$ cat config.mk
export PLATFORM = sky130hd
export DESIGN_NAME = snd_wait_gen
export DESIGN_NICKNAME = d
export VERILOG_FILES = /design/src/rtl/snd_wait_pkg.sv /design/src/rtl/snd_clk_div.sv /design/src/rtl/snd_port_decode.sv /design/src/rtl/snd_hold_fsm.sv /design/src/rtl/snd_wait_gen.sv
export SDC_FILE = /design/constraint.sdc
export NUM_CORES = 1
export LEC_CHECK = 0
export BUFFER_PORTS_ARGS = -buffer_cell sky130_fd_sc_hd__clkbuf_2
export CORE_AREA = 2 2 48 50
export CTS_BUF_LIST = sky130_fd_sc_hd__clkbuf_8
export DETAILED_ROUTE_END_ITERATION = 8
export DIE_AREA = 0 0 50 52
export PLACE_DENSITY = 0.82
export SLEW_MARGIN = 20
export SYNTH_ARGS = -nofsm -noshare
export SYNTH_HDL_FRONTEND = slang
export SYNTH_SLANG_ARGS = --single-unit
$ cat constraint.sdc
create_clock -name clk -period 1.8 [get_ports clk]
set_input_delay 0.18 -clock clk [delete_from_list [all_inputs] [get_ports clk]]
set_output_delay 0.18 -clock clk [all_outputs]
set_load 0.01 [all_outputs]
$ cat src/rtl/snd_wait_pkg.sv
package snd_wait_pkg;

    // Hold sequencer states
    typedef enum logic [1:0] {
        S_IDLE = 2'd0,
        S_ARM  = 2'd1,
        S_HOLD = 2'd2
    } hold_state_e;

endpackage

$ cat src/rtl/snd_clk_div.sv
module snd_clk_div #(
    parameter int DIV = 6
) (
    input  logic clk,
    input  logic rst_n,
    input  logic xtal_en,
    output logic tick
);
    localparam int CW = (DIV > 1) ? $clog2(DIV) : 1;

    generate
        if (DIV == 1) begin : g_pass
            // Every crystal enable is a sound tick
            assign tick = xtal_en;
        end else begin : g_count
            localparam logic [CW-1:0] LAST = CW'(DIV - 1);
            logic [CW-1:0] phase_q;

            always_ff @(posedge clk) begin
                if (!rst_n) begin
                    phase_q <= '0;
                end else if (xtal_en) begin
                    phase_q <= (phase_q == LAST) ? '0 : phase_q + 1'b1;
                end
            end

            assign tick = xtal_en && (phase_q == LAST);

            AST_TICK_GAP: assert property (@(posedge clk) disable iff (!rst_n)
                tick |=> !tick);
        end
    endgenerate

endmodule

$ cat src/rtl/snd_port_decode.sv
module snd_port_decode #(
    parameter int              ADDR_W   = 16,
    parameter int              DATA_W   = 8,
    parameter logic [ADDR_W-1:0] SND_ADDR = 16'hF120
) (
    input  logic              clk,
    input  logic              rst_n,
    input  logic [ADDR_W-1:0] cpu_addr,
    input  logic [DATA_W-1:0] cpu_data,
    input  logic              cpu_wr_b,
    input  logic              accept,
    output logic              req,
    output logic              snd_we,
    output logic [DATA_W-1:0] snd_data
);
    // Byte write aimed at the sound port
    assign req = cpu_wr_b && (cpu_addr == SND_ADDR);

    always_ff @(posedge clk) begin
        if (!rst_n) begin
            snd_we   <= 1'b0;
            snd_data <= '0;
        end else begin
            snd_we <= accept;
            if (accept) begin
                snd_data <= cpu_data;
            end
        end
    end

    AST_DATA_HELD: assert property (@(posedge clk) disable iff (!rst_n)
        !accept |=> $stable(snd_data));

endmodule

$ cat src/rtl/snd_hold_fsm.sv
module snd_hold_fsm
    import snd_wait_pkg::*;
#(
    parameter int WAIT_TICKS = 32
) (
    input  logic clk,
    input  logic rst_n,
    input  logic req,
    input  logic tick,
    output logic ready,
    output logic accept
);
    localparam int HW = (WAIT_TICKS > 1) ? $clog2(WAIT_TICKS) : 1;
    localparam logic [HW-1:0] LAST = HW'(WAIT_TICKS - 1);

    hold_state_e   state_q, state_d;
    logic [HW-1:0] cnt_q, cnt_d;

    // Next-state logic
    always_comb begin
        state_d = state_q;
        cnt_d   = cnt_q;
        unique case (state_q)
            S_IDLE: begin
                if (req) begin
                    state_d = S_ARM;          // T_START
                end
            end
            S_ARM: begin
                if (tick) begin
                    state_d = S_HOLD;         // T_SYNC
                    cnt_d   = '0;
                end
            end
            S_HOLD: begin
                if (tick) begin
                    if (cnt_q == LAST) begin
                        state_d = S_IDLE;     // T_RELEASE
                        cnt_d   = '0;
                    end else begin
                        cnt_d = cnt_q + 1'b1; // T_COUNT
                    end
                end
            end
            default: begin
                state_d = S_IDLE;
                cnt_d   = '0;
            end
        endcase
    end

    // State register
    always_ff @(posedge clk) begin
        if (!rst_n) begin
            state_q <= S_IDLE;
            cnt_q   <= '0;
        end else begin
            state_q <= state_d;
            cnt_q   <= cnt_d;
        end
    end

    // Outputs
    always_comb begin
        ready  = (state_q == S_IDLE);
        accept = (state_q == S_IDLE) && req;
    end

    AST_ARM_WAITS: assert property (@(posedge clk) disable iff (!rst_n)
        (state_q == S_ARM && !tick) |=> (state_q == S_ARM));
    AST_CNT_BOUND: assert property (@(posedge clk) disable iff (!rst_n)
        (cnt_q <= LAST));
    AST_RISE_ON_TICK: assert property (@(posedge clk) disable iff (!rst_n)
        $rose(ready) |-> $past(tick));
    AST_NO_ACCEPT_BUSY: assert property (@(posedge clk) disable iff (!rst_n)
        !ready |-> !accept);

endmodule

$ cat src/rtl/snd_wait_gen.sv
module snd_wait_gen #(
    parameter int              ADDR_W     = 16,
    parameter int              DATA_W     = 8,
    parameter logic [ADDR_W-1:0] SND_ADDR   = 16'hF120,
    parameter int              DIV        = 6,
    parameter int              WAIT_TICKS = 32
) (
    input  logic              clk,
    input  logic              rst_n,
    input  logic              xtal_en,
    input  logic [ADDR_W-1:0] cpu_addr,
    input  logic [DATA_W-1:0] cpu_data,
    input  logic              cpu_wr_b,
    output logic              cpu_ready,
    output logic              snd_we,
    output logic [DATA_W-1:0] snd_data
);
    logic snd_tick;
    logic port_req;
    logic port_accept;

    snd_clk_div #(.DIV(DIV)) u_div (
        .clk     (clk),
        .rst_n   (rst_n),
        .xtal_en (xtal_en),
        .tick    (snd_tick)
    );

    snd_port_decode #(
        .ADDR_W   (ADDR_W),
        .DATA_W   (DATA_W),
        .SND_ADDR (SND_ADDR)
    ) u_dec (
        .clk      (clk),
        .rst_n    (rst_n),
        .cpu_addr (cpu_addr),
        .cpu_data (cpu_data),
        .cpu_wr_b (cpu_wr_b),
        .accept   (port_accept),
        .req      (port_req),
        .snd_we   (snd_we),
        .snd_data (snd_data)
    );

    snd_hold_fsm #(.WAIT_TICKS(WAIT_TICKS)) u_fsm (
        .clk    (clk),
        .rst_n  (rst_n),
        .req    (port_req),
        .tick   (snd_tick),
        .ready  (cpu_ready),
        .accept (port_accept)
    );

    AST_STROBE_PULSE: assert property (@(posedge clk) disable iff (!rst_n)
        snd_we |=> !snd_we);
    AST_STROBE_STALLS: assert property (@(posedge clk) disable iff (!rst_n)
        snd_we |-> !cpu_ready);
    AST_FOREIGN_WRITE: assert property (@(posedge clk) disable iff (!rst_n)
        (cpu_ready && !(cpu_wr_b && cpu_addr == SND_ADDR)) |=> (cpu_ready && !snd_we));

endmodule

==> flow_summary.yaml <==
place:
  dp_hpwl_mm: 1.41
  io_buffers: 37
  gp_congestion: 0.710
critical_path:
  cp.required_ns: 1.99
  arrival_ns: 1.67
  critical_path.cell_chain: "ha_1, and3_1, ha_1, a31oi_1, nand3_1, a21oi_1"
  path_delay_family: "adder cells"
  slowest_delay_ns: 0.34
  cp-end-kind: "flop"
  path_buf_inv: 0
  rrSetupSlack_ns: 0.32
  crit_type: "flop to flop"
  cp_num_cells: 6
  worst_path_max_delay_cell: "dfxtp_1"
  crit_start: "u_fsm.cnt_q[0]"
  crit_top_cell: "ha_1"
  crit_fanout: 3
  cp-start-kind: "flop"
  r2r_start: "u_fsm.cnt_q[0]"
  rr_endpoint: "u_fsm.cnt_q[2]"
  reg2regPathDepth: 6
  crit_path_end: "u_fsm.cnt_q[2]"
die:
  initial_core_util_pct: 42.1
  io-pin-count: 38
  core_area_um2: 2110
  die-area_um2: 2600
  rows: 17
  die_width_um: 50
  die_height_um: 52
synthesis:
  ys_seq_area_share_pct: 42.9
  yosys.area.top_type: "dfxtp_1"
  syn_inst: 101
  synth_warnings: 0
  yosysMostFrequentCell: "nand2_1"
  synthArstFlopShare_pct: 0
  synth_top_area_share_pct: 42.9
  syn-cell-area_um2: 887
  syn_nets: 131
  ys_types: 31
  synth_common_cells: "21 x nand2_1, 19 x dfxtp_1, 9 x mux2i_1"
  synth-edff-count: 0
  yosys-top-cells-area: "dfxtp_1 43%, mux2i_1 10%, nand2_1 8.9%"
  avgSynthCellArea_um2: 8.78
  ys_ff_latch: 19
  ys.flop_type: "dfxtp_1"
sta:
  post-route-period-util_pct: 82.2
  period_minus_slack_ns: 1.48
  timing_hold_violations_final: 0
  fmaxAchievable_mhz: 676
  max-slew-margin-rel_pct: 70.6
  fin_worst_skew_ns: 0.00290
  timing.setup.tns_ns: 0
  rsz0062_at_grt: "false"
  worst_pin_slew_ns: 0.442
  setup_viol: 0
  maxSlewViolCount: 0
routing:
  met2_length_um: 955
  drcViolationCount: 0
  wirelength_mm: 1.81
  wire_per_inst_um: 10.9
  top_layer_used: "met4"
  wl_met3_um: 84
  dr.pass1.iters: 3
  drt-initial-drc-count: 7
  routed_via_density: 4.92
  vias: 816
  ant_nets: 0
  drt-met1-wl_um: 698
clock_tree:
  cts_tree: "built"
  post_cts_buffers: 0
  max-clock-path-buffers: 2
  clk_latency_ns: 0.25
  h-tree-depth: 1
  cts_buffers: 3
  clock_sinks: 19
  root_buffer: "clkbuf_8"
  postCtsHoldBufs: 0
  cts_resized: 0
  clkTransAtPathRegs_ns: 0.07
grt:
  grt_max_degree: 28
  overflow: 0
  grt.total_usage_pct: 15.7
  grt_first_pass_wirelength_mm: 3.11
  antenna_found_initial: 0
  grt_pass1_vias: 826
pwr:
  p_leak_nw: 0.497
  pwr_density_cell_nw_per_um2: 687
  ir_drop_mv: 0.528
final_layout:
  n_antenna_cell: 0
  fill_cells: 193
  drive_above_1_share_pct: 34.8
  finish.utilization_pct: 53.7
  ff_latch_area_um2: 380
  multi_input_area_um2: 469
  area_growth_pct: 27.5
  nNetsFinal: 169
run_status:
  outcome: "completed"
hold_path:
  hp-class: "primary input to flop"
job:
  maxCapViolations: 0
## sequential cells by signal, summed over array words and instances, names as in the netlist
name	flops
u_fsm.state_q	2
u_fsm.cnt_q	5
u_div.g_count.phase_q	3
u_dec.snd_data	8
u_dec.snd_we	1
## per-layer routing
| layer | global-route usage [%] | vias up |
|---|---|---|
| met5 | 0 | - |
| met4 | 10.2 | 0 |
| met3 | 4.02 | 7 |
| met2 | 28.7 | 24 |
| met1 | 15.7 | 367 |
| li1 | - | 418 |
## metrics by stage
stage          hold slack [ns]  instance area, um2  power (mW)  setup WS (ns)  instances
3_5_place_dp             0.421                1080       0.494          0.344        162
5_1_grt                  0.167                1130       0.809          0.177        166
4_1_cts                  0.150                1130       0.783          0.318        166
3_3_place_gp             0.409                1080       0.492          0.384        162
2_1_floorplan            0.322                 887       0.463          0.481        101
6_report                 0.149                1130       0.777          0.320        166
## layout by cell type (no fill, tap or decap)
cell / instances
or2_4: 1
inv_1: 2
nor2b_1: 3
nor3_2: 1
nor3b_1: 2
clkinv_2: 1
clkbuf_8: 3
or2_2: 1
nand4_1: 3
a21o_2: 1
buf_4: 1
dfxtp_1: 19
o21ai_0: 4
a21oi_1: 4
nor4b_1: 2
xnor2_1: 1
xor2_1: 1
nand3_1: 4
o21a_1: 1
nor2_1: 4
ha_1: 2
clkbuf_2: 37
and4b_1: 1
a31oi_1: 1
and3_1: 1
and2_2: 1
a21oi_2: 1
a21boi_0: 1
or3_1: 2
and2_1: 2
nand2_1: 21
mux2i_1: 9
## power by group
group          switching (mW)  leakage, nW  internal [mW]
Sequential            0.00412        0.153          0.425
Clock                   0.137       0.0255          0.154
Combinational          0.0247        0.318         0.0320
## cell type report
class / instances / share of cell area, %
tap: 28 / 3.10
clock buffer: 3 / 3.65
timing repair buffer: 38 / 17.0
sequential: 19 / 33.6
inverter: 2 / 0.664
clock inverter: 1 / 0.442
multi-input combinational: 75 / 41.5
## cell families after synthesis
family / after synthesis / synth area share (%)
and+or+nand+nor: 49 / 29.1
AOI/OAI and AO/OA: 13 / 8.89
adders and majority gates: 2 / 2.82
buffers and inverters: 7 / 4.23
muxes: 9 / 10.2
xor gates and xnor gates: 2 / 1.97
DFF: 19 / 42.9
## worst min-delay path by stage
| stage | start | to | slack, ns | cells past startpoint |
|---|---|---|---|---|
| after floorplan | cpu_data[0] | u_dec.snd_data[0] | 0.32 | 2 |
| after global placement | cpu_data[0] | u_dec.snd_data[0] | 0.41 | 3 |
| after detailed placement | cpu_data[3] | u_dec.snd_data[3] | 0.42 | 3 |
| after CTS | cpu_data[1] | u_dec.snd_data[1] | 0.15 | 3 |
| after global routing | cpu_data[1] | u_dec.snd_data[1] | 0.17 | 3 |
| final | cpu_data[1] | u_dec.snd_data[1] | 0.15 | 3 |
## worst reg2reg max path, cell delays in order (launching register included)
cell and delay (ns):
dfxtp_1 0.34, ha_1 0.22, and3_1 0.19, ha_1 0.20
a31oi_1 0.18, nand3_1 0.14, a21oi_1 0.15
No activity file was read; power rests on OpenSTA's default activity.
